File: config.mk
export PLATFORM = sky130hd
export DESIGN_NAME = pwm_timebase
export DESIGN_NICKNAME = d
export VERILOG_FILES = /design/src/rtl/pwm_timebase_pkg.sv /design/src/rtl/ptb_prescale.sv /design/src/rtl/ptb_period.sv /design/src/rtl/ptb_counter.sv /design/src/rtl/pwm_timebase.sv
export SDC_FILE = /design/constraint.sdc
export NUM_CORES = 1
export LEC_CHECK = 0
export BUFFER_PORTS_ARGS = -buffer_cell sky130_fd_sc_hd__buf_4
export CAP_MARGIN = 20
export CORE_UTILIZATION = 55
export CTS_CLUSTER_DIAMETER = 120
export DETAILED_ROUTE_END_ITERATION = 6
export PLACE_DENSITY = 0.78
export REMOVE_ABC_BUFFERS = 1
export SLEW_MARGIN = 25
export SYNTH_ARGS = -nofsm -noshare
export SYNTH_HDL_FRONTEND = slang
export SYNTH_HIERARCHICAL = 1
export SYNTH_SLANG_ARGS = --single-unit
File: constraint.sdc
create_clock -name clk -period 16.3 [get_ports clk]
set_clock_uncertainty 0.1 [all_clocks]
set_input_delay 3.26 -clock clk [delete_from_list [all_inputs] [get_ports clk]]
set_output_delay 3.26 -clock clk [all_outputs]
set_load 0.01 [all_outputs]
File: src/rtl/pwm_timebase_pkg.sv
package pwm_timebase_pkg;

  localparam int CTRL_W = 16;
  localparam int DIV_W  = 3;

  typedef enum logic [1:0] {
    MODE_UP     = 2'b00,
    MODE_DOWN   = 2'b01,
    MODE_UPDOWN = 2'b10,
    MODE_FREEZE = 2'b11
  } cnt_mode_e;

  // Control word layout; bit positions are fixed by software.
  typedef struct packed {
    logic [1:0]       run;      // 15:14
    logic             spare13;  // 13
    logic [DIV_W-1:0] pow_sel;  // 12:10 power-of-two stage
    logic [DIV_W-1:0] mul_sel;  // 9:7 doubled-factor stage
    logic [2:0]       spare6;   // 6:4
    logic             prd_imm;  // 3
    logic             spare2;   // 2
    cnt_mode_e        mode;     // 1:0
  } ctrl_t;

endpackage

File: src/rtl/ptb_prescale.sv
module ptb_prescale #(
  parameter int DIV_W = 3
) (
  input  logic             clk,
  input  logic             rst,
  input  logic [DIV_W-1:0] pow_sel,
  input  logic [DIV_W-1:0] mul_sel,
  output logic             tick
);

  localparam int MAX_SEL  = (1 << DIV_W) - 1;
  localparam int MAX_FACT = (1 << MAX_SEL) * (2 * MAX_SEL);
  localparam int FACT_W   = $clog2(MAX_FACT + 1);

  logic [DIV_W:0]    mul_fact;
  logic [FACT_W-1:0] factor;
  logic [FACT_W-1:0] div_cnt;

  // Second stage: 1 when the field is 0, otherwise twice the field.
  assign mul_fact = (mul_sel == '0) ? (DIV_W+1)'(1) : {mul_sel, 1'b0};
  assign factor   = FACT_W'(mul_fact) << pow_sel;

  // >= keeps the divider sane when the factor shrinks mid-count.
  assign tick = (div_cnt >= (factor - FACT_W'(1)));

  always_ff @(posedge clk) begin
    if (rst)       div_cnt <= '0;
    else if (tick) div_cnt <= '0;
    else           div_cnt <= div_cnt + FACT_W'(1);
  end

  // with an unchanged factor above one, ticks never come back to back.
  p_tick_spacing_r2: assert property (@(posedge clk) disable iff (rst)
    (tick && factor > FACT_W'(1)) |=> (!tick || factor != $past(factor)));

endmodule

File: src/rtl/ptb_period.sv
module ptb_period #(
  parameter int CNT_W = 16
) (
  input  logic             clk,
  input  logic             rst,
  input  logic             wr_en,
  input  logic [CNT_W-1:0] wr_data,
  input  logic             imm,
  input  logic             load_zero,
  output logic [CNT_W-1:0] prd_cur
);

  logic [CNT_W-1:0] shadow_q;
  logic [CNT_W-1:0] active_q;

  // The value the counter steps against this cycle; at a zero tick the
  // shadow content is what becomes active.
  assign prd_cur = load_zero ? shadow_q : active_q;

  always_ff @(posedge clk) begin
    if (rst) begin
      shadow_q <= '0;
      active_q <= '0;
    end else begin
      if (wr_en) shadow_q <= wr_data;
      if (wr_en && imm)   active_q <= wr_data;
      else if (load_zero) active_q <= shadow_q;
    end
  end

  // immediate write lands in the active period on the next edge.
  p_imm_write_r4: assert property (@(posedge clk) disable iff (rst)
    (wr_en && imm) |=> (active_q == $past(wr_data)));

  // the zero tick moves the shadow into the active period.
  p_shadow_load_r4: assert property (@(posedge clk) disable iff (rst)
    (load_zero && !(wr_en && imm)) |=> (active_q == $past(shadow_q)));

endmodule

File: src/rtl/ptb_counter.sv
module ptb_counter
  import pwm_timebase_pkg::*;
#(
  parameter int CNT_W = 16
) (
  input  logic             clk,
  input  logic             rst,
  input  logic             tick,
  input  cnt_mode_e        mode,
  input  logic [1:0]       run,
  input  logic [CNT_W-1:0] prd,
  output logic [CNT_W-1:0] count,
  output logic             dir_up,
  output logic             evt_zero,
  output logic             evt_period
);

  localparam logic [CNT_W-1:0] ONE = CNT_W'(1);

  logic [CNT_W-1:0] cnt_q, cnt_nxt;
  logic             dir_q, dir_nxt;
  logic             halted_q;
  logic             run_free, live, step, cyc_end;

  assign run_free = run[1];
  assign live     = run_free || !halted_q;
  assign step     = tick && live && (mode != MODE_FREEZE);

  always_comb begin
    cnt_nxt = cnt_q;
    dir_nxt = dir_q;
    unique case (mode)
      MODE_UP: begin
        dir_nxt = 1'b1;
        cnt_nxt = (cnt_q >= prd) ? '0 : cnt_q + ONE;
      end
      MODE_DOWN: begin
        dir_nxt = 1'b0;
        cnt_nxt = (cnt_q == '0 || cnt_q > prd) ? prd : cnt_q - ONE;
      end
      MODE_UPDOWN: begin
        if (dir_q) begin
          if (cnt_q >= prd) begin
            dir_nxt = 1'b0;
            cnt_nxt = (prd == '0) ? '0 : prd - ONE;
          end else begin
            cnt_nxt = cnt_q + ONE;
          end
        end else begin
          if (cnt_q == '0) begin
            dir_nxt = 1'b1;
            cnt_nxt = (prd == '0) ? '0 : ONE;
          end else if (cnt_q > prd) begin
            cnt_nxt = prd;
          end else begin
            cnt_nxt = cnt_q - ONE;
          end
        end
      end
      default: ;
    endcase
  end

  // End of a counting cycle: the period when counting up only, zero otherwise.
  assign cyc_end = (mode == MODE_UP) ? (cnt_nxt == prd) : (cnt_nxt == '0);

  always_ff @(posedge clk) begin
    if (rst) begin
      cnt_q      <= '0;
      dir_q      <= 1'b1;
      halted_q   <= 1'b1;
      evt_zero   <= 1'b0;
      evt_period <= 1'b0;
    end else begin
      evt_zero   <= step && (cnt_nxt == '0);
      evt_period <= step && (cnt_nxt == prd);
      if (step) begin
        cnt_q <= cnt_nxt;
        dir_q <= dir_nxt;
      end
      if (run_free)                      halted_q <= 1'b0;
      else if (step && (!run[0] || cyc_end)) halted_q <= 1'b1;
    end
  end

  assign count  = cnt_q;
  assign dir_up = dir_q;

  // hold mode leaves the count untouched.
  p_freeze_hold_r1: assert property (@(posedge clk) disable iff (rst)
    (mode == MODE_FREEZE) |=> $stable(cnt_q));

  // no tick, no movement.
  p_tick_gate_r3: assert property (@(posedge clk) disable iff (rst)
    !tick |=> $stable(cnt_q));

  // a stopped counter keeps its value and stays silent.
  p_halt_hold_r6: assert property (@(posedge clk) disable iff (rst)
    (halted_q && !run_free) |=> ($stable(cnt_q) && !evt_zero && !evt_period));

  // a zero pulse always accompanies a zero count.
  p_zero_match_r7: assert property (@(posedge clk) disable iff (rst)
    evt_zero |-> (cnt_q == '0));

endmodule

File: src/rtl/pwm_timebase.sv
module pwm_timebase
  import pwm_timebase_pkg::*;
#(
  parameter int CNT_W = 16
) (
  input  logic             clk,
  input  logic             rst,
  input  logic             ctrl_wr_en,
  input  logic [15:0]      ctrl_wr_data,
  input  logic             prd_wr_en,
  input  logic [CNT_W-1:0] prd_wr_data,
  output logic [CNT_W-1:0] tb_count,
  output logic             tb_tick,
  output logic             tb_dir_up,
  output logic             evt_zero,
  output logic             evt_period
);

  ctrl_t            ctrl_q;
  logic [CNT_W-1:0] prd_cur;
  logic             load_zero;
  logic [4:0]       ctrl_spare_unused;

  always_ff @(posedge clk) begin
    if (rst)             ctrl_q <= '0;
    else if (ctrl_wr_en) ctrl_q <= ctrl_t'(ctrl_wr_data);
  end

  assign ctrl_spare_unused = {ctrl_q.spare13, ctrl_q.spare6, ctrl_q.spare2};

  ptb_prescale #(.DIV_W(DIV_W)) u_prescale (
    .clk     (clk),
    .rst     (rst),
    .pow_sel (ctrl_q.pow_sel),
    .mul_sel (ctrl_q.mul_sel),
    .tick    (tb_tick)
  );

  assign load_zero = tb_tick && (tb_count == '0);

  ptb_period #(.CNT_W(CNT_W)) u_period (
    .clk       (clk),
    .rst       (rst),
    .wr_en     (prd_wr_en),
    .wr_data   (prd_wr_data),
    .imm       (ctrl_q.prd_imm),
    .load_zero (load_zero),
    .prd_cur   (prd_cur)
  );

  ptb_counter #(.CNT_W(CNT_W)) u_counter (
    .clk        (clk),
    .rst        (rst),
    .tick       (tb_tick),
    .mode       (ctrl_q.mode),
    .run        (ctrl_q.run),
    .prd        (prd_cur),
    .count      (tb_count),
    .dir_up     (tb_dir_up),
    .evt_zero   (evt_zero),
    .evt_period (evt_period)
  );

endmodule

After elaboration in Yosys (flattened, before gate mapping):

Cells that the tools add are included.

* $add $sub $neg: 5
* $mul: 0
* div/mod/pow operators: 0
* order comparisons: 3
* eq/ne operators: 4
* shift-type cells: 1
* muxes and demuxes: 19
* bitwise logic cells: 0
* reduce and logical (&&, ||, !) cells: 21

Operators by type and width (count)
* $mux 16: 9
* $logic_not 16->1: 3
* $pmux 16 s3: 1
* $sub 16x1->16 const B: 2
* $add 16x1->16 const B: 1
* $eq 16x16->1: 1
* $ge 16x16->1: 1
* $gt 16x16->1: 1
* $add 11x1->11 const B: 1
* $ge 11x11->1: 1
* $shl 4x3->11: 1
* $sub 11x1->11 const B: 1
* $logic_and 1x1->1: 7
* $mux 1: 7
* $mux 4: 1
* $logic_not 3->1: 1
* $logic_or 1x1->1: 3
* $pmux 1 s3: 1
* $reduce_bool 3->1: 1
* $eq 2x1->1 const B: 1
* $eq 2x2->1 const B: 1
* $logic_not 1->1: 2
* $logic_not 2->1: 1
* $ne 2x2->1 const B: 1
* other kinds (3): 3

* bits in registers: 74
* bits in latches: 0
* RAM bits: 0
* ROM bits: 0
* output and inout port bits: 20
* memories: 0

Logic depth before layout (Yosys ltp):

Gate-level depths: netlist (run 1).

* depth in word-level cells: 18
* depth in mapped cells: 37
* depth with buffers taken out: 30

Cells and area by module:

The synthesis (run 1) kept the hierarchy.

By module, submodules not included
* ptb_counter: times used 1, cells an instance 622, area an instance 4270.3 um2, seq. area each 400.4 um2
* ptb_period: times used 1, cells an instance 140, area an instance 1497.7 um2, seq. area each 640.6 um2
* ptb_prescale: times used 1, cells an instance 153, area an instance 1202.4 um2, seq. area each 220.2 um2
* pwm_timebase: times used 1, cells an instance 41, area an instance 426.7 um2, seq. area each 220.2 um2

Least setup slack after synthesis (run 1):

No wires, ideal clock.

* path type: reg-to-reg
* from: register ctrl_q[7] in the netlist's numbering
* to: register u_counter.halted_q
* setup time: 0.070 ns
* arrival time: 7.174 ns
* required time: 16.130 ns
* path slack: 8.956 ns
* stages on the path, launching flop included: 36
* buffers on the path: 7
* clock period less this slack: 7.344 ns
* cell sequence: dfxtp_1 > clkbuf_1 > or3_1 > or4_1 > ha_1 > nand2_4 > nor2_1 > xnor2_1 > ha_1 > a21o_1 > a21o_1 > a21oi_1 > o21a_1 > o21ai_0 > clkbuf_1 > nor4b_2 > buf_6 > buf_12 > mux2i_1 > inv_1 > clkbuf_1 > inv_1 > ha_1 > and4_1 > and4_1 > buf_2 > a211oi_4 > nor3_2 > buf_2 > a221oi_1 > o221ai_1 > and3_1 > a211o_1 > nor4_2 > nand4_1 > a21oi_1

* cells in the longest elaborated chain, start to end: 17

RTL lines
* start, declared: RTL line pwm_timebase.sv:19 `ctrl_t ctrl_q;`
* start signal, assigned: RTL line pwm_timebase.sv:26 `else if (ctrl_wr_en) ctrl_q <= ctrl_t'(ctrl_wr_data);`
* $logic_not 3->1: RTL line ptb_prescale.sv:20 `assign mul_fact = (mul_sel == '0) ? (DIV_W+1)'(1) : {mul_sel, 1'b0};`
* $mux 4 (*): RTL line ptb_prescale.sv:20
* $shl 4x3->11 (*): RTL line ptb_prescale.sv:21 `assign factor = FACT_W'(mul_fact) << pow_sel;`
* $sub 11x1->11 (*): RTL line ptb_prescale.sv:24 `assign tick = (div_cnt >= (factor - FACT_W'(1)));`
* $ge 11x11->1 (*): RTL line ptb_prescale.sv:24
* named net tb_tick: RTL line pwm_timebase.sv:13 `output logic tb_tick,`
* $logic_and 1x1->1 (*): RTL line pwm_timebase.sv:39 `assign load_zero = tb_tick && (tb_count == '0);`
* named net load_zero: RTL line pwm_timebase.sv:21 `logic load_zero;`
* [... 1 more ...]
* named net prd_cur[7]: RTL line pwm_timebase.sv:20 `logic [CNT_W-1:0] prd_cur;`
* [... 2 more ...]
* $mux 16 (on tied branches): RTL line ptb_counter.sv:43, ptb_counter.sv:50
* $mux 16: RTL line ptb_counter.sv:42 `if (dir_q) begin`
* $pmux 16 s3: RTL line ptb_counter.sv:32 `unique case (mode)`
* $eq 16x16->1 / $logic_not 16->1 (equally long branches): RTL line ptb_counter.sv:65 `assign cyc_end = (mode == MODE_UP) ? (cnt_nxt == prd) : (cnt_nxt == '0);`
* $mux 1 (*): RTL line ptb_counter.sv:65
* $logic_or 1x1->1 (*): RTL line ptb_counter.sv:82 `else if (step && (!run[0] || cyc_end)) halted_q <= 1'b1;`
* $logic_and 1x1->1 (*): RTL line ptb_counter.sv:82
* $reduce_bool 2->1 (no line) (*)
* end signal, assigned: RTL line ptb_counter.sv:71 `halted_q <= 1'b1;`
* end signal, assigned: RTL line ptb_counter.sv:81 `if (run_free) halted_q <= 1'b0;`
* end signal, assigned: RTL line ptb_counter.sv:82
* end, declared: RTL line ptb_counter.sv:22 `logic halted_q;`

The timed path passes the listed nets; every way through them passes the cells marked *.
A chain may end at the register's enable or synchronous reset.

Final worst setup path (run 1):

* from: register ctrl_q[10] in the netlist's numbering
* to: register u_counter.halted_q

* cells in the longest elaborated chain, start to end: 15

RTL lines
* $shl 4x3->11 (*): RTL line ptb_prescale.sv:21
* $sub 11x1->11 (*): RTL line ptb_prescale.sv:24
* $ge 11x11->1 (*): RTL line ptb_prescale.sv:24
* $logic_and 1x1->1 (*): RTL line pwm_timebase.sv:39
* named net load_zero: RTL line pwm_timebase.sv:21
* $mux 16 (*)
* named net prd_cur[7]: RTL line pwm_timebase.sv:20
* $sub 16x1->16, or another cell as far along: RTL line ptb_counter.sv:45 `cnt_nxt = (prd == '0) ? '0 : prd - ONE;`
* $mux 16, or another cell as far along: RTL line ptb_counter.sv:45
* $mux 16 (on tied branches): RTL line ptb_counter.sv:43, ptb_counter.sv:50
* $mux 16: RTL line ptb_counter.sv:42
* $pmux 16 s3: RTL line ptb_counter.sv:32
* $eq 16x16->1 / $logic_not 16->1 (equally long branches): RTL line ptb_counter.sv:65
* $mux 1 (*): RTL line ptb_counter.sv:65
* $logic_or 1x1->1 (*): RTL line ptb_counter.sv:82
* $logic_and 1x1->1 (*): RTL line ptb_counter.sv:82
* $reduce_bool 2->1 (no line) (*)

Marked as above.

==> flow_summary.ini, run 1 <==
[outcome]
status = completed

[sta]
setup_tns_ps = 0
drv_slew = 0
period_minus_slack_ps = 9073
slew_headroom = 0.2814
hold_violations = 0
rsz0062_at_grt = no
worstMarginPinSlew_ps = 1072
holdWs_ps = 394.1
fmax_ghz = 0.1102
setup_viol = 0
period_share = 0.5566

[cts]
cts_resized = 0
cts.sinks = 74
clk_pin_slew_ps = 60
clock-root-buffer = clkbuf_16
cts_buffer_depth = 2
cts_tree = done
cts-htree-levels = 3
clk_latency_ps = 340
cts_setup_buffers = 0
cts_hold_buf = 0
cts_made_buffers = 9

[grt]
grt_pass1_vias = 7497
antenna_found_initial = 0
grt_usage = 0.3978
grt_max_degree = 75
grt_pass1_wl_um = 42900
grt-ovfl-total = 0

[drt]
via_per_inst = 7.107
wire_per_inst_um = 24.02
remaining_drc_errors = 0
drt_iter0_drc = 1285
drtAntennaViolNets = 0
firstDrtPassIters = 7
wirelength_um = 27750
num_vias = 8209

[layout]
fillers = 1221
fin_cells = 1155
diodes = 0
area_delta_synth_final_pct = 10.03
drive_gt1_frac = 0.1359
nets = 1044

[synthesis]
synth_xor_area_frac = 0.06039
avgSynthCellArea_um2 = 7.738
synth_fa_ha_area_frac = 0.05751
yosys_warnings = 6
synth_top_family_by_area = simple AND/OR/NAND/NOR gates
syn-cell-area_um2 = 7397
synth-compound-area-share = 0.2696
ys_types = 87
synth-simple-area-share = 0.2730
synth_flop_cell = dfxtp_1
synth_seq_area_share = 0.2003
synth_mux_area_frac = 0.06428
ys_ff_latch = 74
synth_edf_count = 0
synthArstFlopShare = 0
synthCells = 956

[die]
core-area_um2 = 13190
die_w_um = 118.0
rows = 42
die_area_um2 = 13920
initial_utilization = 0.5608
die_y_um = 118.0
ioPinCount = 56

[worst_setup_path]
critPathMaxStageDelay_ps = 870
cpMaxStageDelayCell = a211oi_1
required_ps = 16470
worst_r2r_startpoint = ctrl_q[10]
criticalPathCategory = flop to flop
cp-start-kind = flop
critPathTopFamily = compound AO/OA/AOI/OAI gates
cp.arrival_ps = 9240
worstSetupStartpoint = ctrl_q[10]
crit_fanout = 23
critPathCaptureType = flop
critPathBufInv = 3

[hold_path]
hp-class = flop to flop
min_from = u_period/shadow_q[10]

[power]
power.total_mw = 0.8215
vdd_drop_max_mv = 0.07251
p_leak_nw = 3.325
p_per_area_nw_per_um2 = 100.9

[placed_design]
dp_hpwl_um = 20240
routabilityCongestion = 1.084
placed_cells = 1139
place.port_buffers = 50

[flow_run]
drv_cap = 0
[worst min-delay path, cell delays in order, from the launching register on]
cell     delay, ps
dfxtp_1        320
mux2i_1         60
nor2_1          70
[placed cells by master, fill, tap and decap left out, types with 9 or more instances in the layout]
master / Yosys / final
inv_1: 49 / 49
a21oi_1: 34 / 34
a31oi_1: 15 / 15
a211oi_1: 30 / 30
nand2b_1: 10 / 10
a211oi_2: 10 / 10
nor2_1: 107 / 107
nand3_1: 33 / 33
nand4_1: 22 / 22
and3b_1: 16 / 16
a21o_1: 9 / 9
nor4_1: 16 / 16
clkbuf_16: 0 / 9
dfxtp_1: 74 / 74
ha_1: 34 / 34
nand2_1: 54 / 54
o21ai_0: 29 / 28
xor2_1: 14 / 14
buf_4: 5 / 77
o31ai_1: 12 / 12
o211ai_1: 16 / 16
xnor2_1: 37 / 37
and4_1: 11 / 11
nor3_1: 37 / 37
mux2i_1: 46 / 46
o221ai_1: 9 / 9
[registers in the layout, indices dropped and copies added, names as in the netlist]
register and flops:
ctrl_q 11, u_counter/count 16, u_counter/dir_up 1, u_counter/evt_period 1, u_counter/evt_zero 1, u_counter/halted_q 1
u_period/active_q 16, u_period/shadow_q 16, u_prescale/div_cnt 11
[final timing paths]
| check | slack (ps) | cells past startpoint | end |
|---|---|---|---|
| worst max register to register | 7230 | 28 | u_counter/halted_q |
| worst min-delay path | 390 | 2 | u_period/shadow_q[10] |
| worst max-delay path | 7230 | 28 | u_counter/halted_q |
| worst min register to register | 390 | 2 | u_period/shadow_q[10] |
[cell type report]
type	instances	area, um^2	area share
tap	176	220.2	0.02706
clock buffer	10	239.0	0.02936
clock inverter	6	66.31	0.008148
timing repair buffer	77	578.1	0.07102
multi-input combinational	763	5370	0.6598
sequential	74	1481	0.1820
inverter	49	183.9	0.02260
[through the flow]
stage	utilization	area, um^2	worst slack, ps
3_5_place_dp	0.5939	7834	7573
4_1_cts	0.6171	8139	7521
2_1_floorplan	-	7027	7378
3_3_place_gp	0.5939	7834	7439
5_1_grt	0.6171	8139	6845
6_report	0.6171	8139	7227
[cell usage after synthesis, types with 22 or more instances]
master,n,area [um^2]
a211oi_1,30,225.2
a21oi_1,34,170.2
clkbuf_1,43,161.4
dfxtp_1,74,1481
ha_1,34,425.4
inv_1,49,183.9
mux2i_1,46,460.4
nand2_1,54,202.7
nand3_1,33,165.2
nand4_1,22,137.6
nor2_1,107,401.6
nor3_1,37,185.2
o21ai_0,29,145.1
xnor2_1,37,324.1
[layer usage]
layer / vias to the layer above / routed length, um / share of wire / global-route usage
li1: 3670 / - / - / -
met1: 3811 / 10980 / 0.40 / 0.5066
met2: 599 / 11890 / 0.43 / 0.6040
met3: 129 / 3471 / 0.13 / 0.1235
met4: 0 / 1407 / 0.051 / 0.1947
met5: - / 0 / 0 / 0.01103
[report_power, final]
| part | internal (mW) | leakage [nW] | total (mW) | switching, mW |
|---|---|---|---|---|
| clock | 0.123 | 0.152 | 0.200 | 0.0773 |
| combinational | 0.137 | 2.57 | 0.421 | 0.284 |
| sequential | 0.190 | 0.604 | 0.200 | 0.00970 |
[kinds of logic (layout without fill, tap and decap cells)]
family,Yosys count,after routing
DFF,74,74
AOI/OAI and AO/OA,260,260
buffers and inverters,119,142
adders and majority gates,34,34
and+or+nand+nor,371,371
muxes,47,47
xor gates and xnor gates,51,51
Note: power is estimated with default switching activity, not from simulation.
==> run 2: changes to the inputs <==
ABC_AREA = 1   (was unset)
clock period = 8.5 ns   (was 16.3 ns; I/O delays follow)
==> flow_summary.ini, run 2 <==
[outcome]
status = completed

[sta]
drv_slew = 0
slew_headroom = 0.3258
rsz0062_at_grt = no
hold_violations = 0
worstMarginPinSlew_ps = 1010
period_minus_slack_ps = 7635
period_share = 0.8982
fmax_ghz = 0.1310
setup_tns_ps = 0
setup_viol = 0

[synthesis]
synthCells = 1231
synth_top_area_frac = 0.2012
avgSynthCellArea_um2 = 5.981
synth_top_area_cell = dfxtp_1
synth.top_cells.by_count = nand2_1, nor2_1, nand3_1, inv_1, dfxtp_1
synth_flop_cell = dfxtp_1
synth_edf_count = 0
ys_types = 45
synthArstFlopShare = 0
synth.area.top_cells = dfxtp_1, nand2_1, nand3_1
ys_ff_latch = 74
syn-cell-area_um2 = 7362
synth_seq_area_share = 0.2012
yosys_warnings = 6
synth_most_common_cell = nand2_1

[worst_setup_path]
crit_top_cell = nand2_1
criticalPathCategory = flop to flop
critPathMaxStageDelay_ps = 580
critPathCaptureType = flop
cpMaxStageDelayCell = nor2_2
cp.arrival_ps = 7830
reg2reg_depth = 44
required_ps = 8690
cp-start-kind = flop
crit_fanout = 33

[power]
p_per_area_nw_per_um2 = 201.6
vdd_drop_max_mv = 0.1314
p_comb_frac = 0.509
p_leak_nw = 3.953
p_int_mw = 0.8337
p_switching_mw = 0.7680
seqPwrFrac = 0.238
p_sw_frac = 0.4795
clkPwrFrac = 0.253

[drt]
wire_per_inst_um = 16.06
num_vias = 8272
wirelength_um = 22840
routed.top_layer = met4
wl_met3_um = 2565
remaining_drc_errors = 0
wl_met2_um = 9902
via_per_inst = 5.817
firstDrtPassIters = 7
drt_iter0_drc = 1015
drtAntennaViolNets = 0
wl_met1_um = 9248

[cts]
cts_buffer_depth = 2
clk_latency_ps = 360
clock-root-buffer = clkbuf_16
cts_made_buffers = 9
cts_tree = done
cts.sinks = 74
cts_resized = 0
clk_pin_slew_ps = 60
cts_setup_buffers = 0
cts_hold_buf = 0
cts-htree-levels = 3

[die]
die_y_um = 117.7
ioPinCount = 56
initial_utilization = 0.5740
core-area_um2 = 12820
die_w_um = 117.7
die_area_um2 = 13850
rows = 41

[layout]
drive_gt1_frac = 0.1280
area_delta_synth_final_pct = 7.920
nets = 1315
layout_common_cells = nand2_1, nor2_1, nand3_1
post-route-util = 0.6195
diodes = 0
fin_cells = 1422
layout_commonest_cell = nand2_1

[grt]
antenna_found_initial = 0
grt_usage = 0.3263
grt_max_degree = 43
grt_pass1_vias = 7274
grt-ovfl-total = 0
grt_pass1_wl_um = 36560

[placed_design]
place.port_buffers = 50
routabilityCongestion = 1.039
dp_hpwl_um = 16270
placed_cells = 1406

[hold_path]
hold_path_depth = 2
hp-class = flop to flop

[flow_run]
drv_cap = 0
## run 2: worst paths after layout
path,to,startpoint,slack (ps)
max reg2reg,u_counter/halted_q,ctrl_q[10],860
min reg2reg,u_period/shadow_q[7],u_period/shadow_q[7],360
min,u_period/shadow_q[7],u_period/shadow_q[7],360
max,u_counter/halted_q,ctrl_q[10],860
## run 2: cells by family (layout without fill, tap and decap cells)
family                   Yosys count  count (layout)  share of synthesized area
buffers and inverters            175             194                     0.1132
AO/OA/AOI/OAI                    125             125                    0.08923
adder cells (fa/ha/maj)           34              34                    0.05778
XOR/XNOR                          42              42                    0.04997
AND/OR/NAND/NOR                  781             781                     0.4886
flip-flops                        74              74                     0.2012
## run 2: layer usage
metal,up-vias,track usage
met1,3660,0.4361
li1,4013,-
met2,505,0.4890
met4,0,0.1819
met5,-,0
met3,94,0.06395
## run 2: worst max-delay path, delay by kind of cell, from the launching register on
family	cells	cell delay, ps
buffers and inverters	6	790
AOI/OAI and AO/OA	4	370
DFF	1	550
and+or+nand+nor	31	4790
adders and majority gates	3	950
## run 2: layout make-up
type                    count  area [um^2]
well taps                 172        215.2
flip-flops and latches     74         1481
clock inverters             7        83.83
multi-input cells         982         5050
inverters                 123        476.7
repair buffers             55        412.9
fillers                  1297         4880
clock buffers               9        225.2
## run 2: through the flow
step                hold slack, ps  power, mW  instance area (um^2)  worst slack (ps)
global placement             345.9      1.150                  7636              1281
global route                 375.7      1.696                  7945             391.9
finish                       364.2      1.602                  7945             864.9
CTS                          366.7      1.566                  7945              1169
detailed placement           355.3      1.159                  7636              1213
floorplan                    329.7     0.9460                  7005              2162
## run 2: power by group through the flow
stage	sequential, mW	combinational [mW]	clock (mW)
2_1_floorplan	0.384	0.562	0
3_3_place_gp	0.387	0.763	0
3_5_place_dp	0.388	0.772	0
4_1_cts	0.380	0.775	0.410
5_1_grt	0.382	0.888	0.425
6_report	0.381	0.815	0.406
==> run 3: changes to the inputs <==
BUFFER_PORTS_ARGS = -buffer_cell sky130_fd_sc_hd__buf_2   (was -buffer_cell sky130_fd_sc_hd__buf_4)
==> flow_summary.ini, run 3 (synthesis results as in run 2) <==
[drt]
via_per_inst = 5.766
remaining_drc_errors = 0
num_vias = 8211
drt_iter0_drc = 1042
wirelength_um = 22900
wire_per_inst_um = 16.08
drtAntennaViolNets = 0
firstDrtPassIters = 6

[worst_setup_path]
reg2reg_depth = 45
crit_top_cell = nand2_1
worst_r2r_startpoint = ctrl_q[10]
cpMaxStageDelayCell = dfxtp_1
critPathMaxStageDelay_ps = 550
reg2reg_to = u_counter/halted_q
required_ps = 8690
critPathCaptureType = flop
cp.arrival_ps = 7620
crit_fanout = 33
criticalPathCategory = flop to flop
rrSetupSlack_ps = 1070
cp-start-kind = flop

[power]
seqPwrFrac = 0.239
p_int_mw = 0.8300
p_switching_mw = 0.7651
p_sw_frac = 0.4797
vdd_drop_max_mv = 0.1161
p_leak_nw = 3.937
p_comb_frac = 0.507
power.total_mw = 1.595
clkPwrFrac = 0.254
p_per_area_nw_per_um2 = 203.6

[sta]
period_share = 0.8737
setup_viol = 0
setup_tns_ps = 0
slew_headroom = 0.3505
fmax_ghz = 0.1347
rsz0062_at_grt = no
drv_slew = 0
period_minus_slack_ps = 7426
hold_violations = 0
worstMarginPinSlew_ps = 973.1

[cts]
clk_pin_slew_ps = 60
cts_tree = done
cts-htree-levels = 3
cts_setup_buffers = 0
cts_buffer_depth = 2
cts_hold_buf = 0
cts.sinks = 74
cts_resized = 0
clk_latency_ps = 360
clock-root-buffer = clkbuf_16
cts_made_buffers = 9

[die]
die_area_um2 = 13850
die_w_um = 117.7
ioPinCount = 56
rows = 41
initial_utilization = 0.5740
core-area_um2 = 12820
die_y_um = 117.7

[layout]
layout_commonest_cell = nand2_1
diodes = 0
drive_gt1_frac = 0.1294
final_area_um2 = 7835
area_delta_synth_final_pct = 6.424
layout_common_cells = nand2_1, nor2_1, nand3_1
nets = 1317

[placed_design]
place.port_buffers = 50
routabilityCongestion = 1.019
dpl_cell_area_um2 = 7526
dp_hpwl_um = 16260

[hold_path]
min_from = ctrl_q[15]
hold_end = ctrl_q[15]
hp-class = flop to flop
hold_path_depth = 2

[grt]
grt_pass1_wl_um = 36750
grt-ovfl-total = 0
grt_pass1_vias = 7272
grt_usage = 0.3306
antenna_found_initial = 0
grt_max_degree = 43

[outcome]
status = completed

[flow_run]
drv_cap = 0
[run 3: worst max path at each step]
stage	start	end	slack, ps	depth (start not counted)
2_1_floorplan	ctrl_q[10]	u_counter/halted_q	2160	42
3_3_place_gp	ctrl_q[10]	u_counter/halted_q	1420	45
3_5_place_dp	ctrl_q[10]	u_counter/halted_q	1380	45
4_1_cts	ctrl_q[10]	u_counter/halted_q	1350	45
5_1_grt	ctrl_q[10]	u_counter/halted_q	680	47
6_report	ctrl_q[10]	u_counter/halted_q	1070	45
[run 3: cell type report]
type                    instances  area [um^2]
clock inverters                 7        83.83
flip-flops and latches         74         1481
clock buffers                   9        225.2
repair buffers                 57        302.8
fillers                      1303         4990
inverters                     123        476.7
well taps                     172        215.2
multi-input cells             982         5050
[run 3: per-layer routing]
layer,global-route usage,routed length (um),up-vias
met4,0.1691,1038,0
li1,-,-,4020
met5,0,0,-
met1,0.4270,9475,3635
met3,0.08140,2408,83
met2,0.5081,9972,473
[run 3: worst max-delay path, delay by kind of cell (launching register included)]
kind / cells / cell delay [ps]
buf+inv: 7 / 930
compound gates: 4 / 560
flops: 1 / 550
fa+ha+maj: 3 / 990
simple gates: 31 / 4190
[run 3: metrics by stage]
stage	utilization	hold slack (ps)	std cells	worst slack [ps]
after floorplan	-	329.7	1179	2162
after global placement	0.5868	344.1	1408	1423
after detailed placement	0.5868	353.3	1408	1376
after CTS	0.6109	365.2	1424	1349
after global routing	0.6109	375.8	1424	676.5
final	0.6109	364.4	1424	1074
[run 3: power groups by stage]
stage	Combinational, mW	Clock [mW]	Sequential, mW
floorplan	0.562	0	0.384
global placement	0.761	0	0.387
detailed placement	0.768	0	0.388
CTS	0.771	0.413	0.380
global route	0.876	0.430	0.383
finish	0.809	0.406	0.381
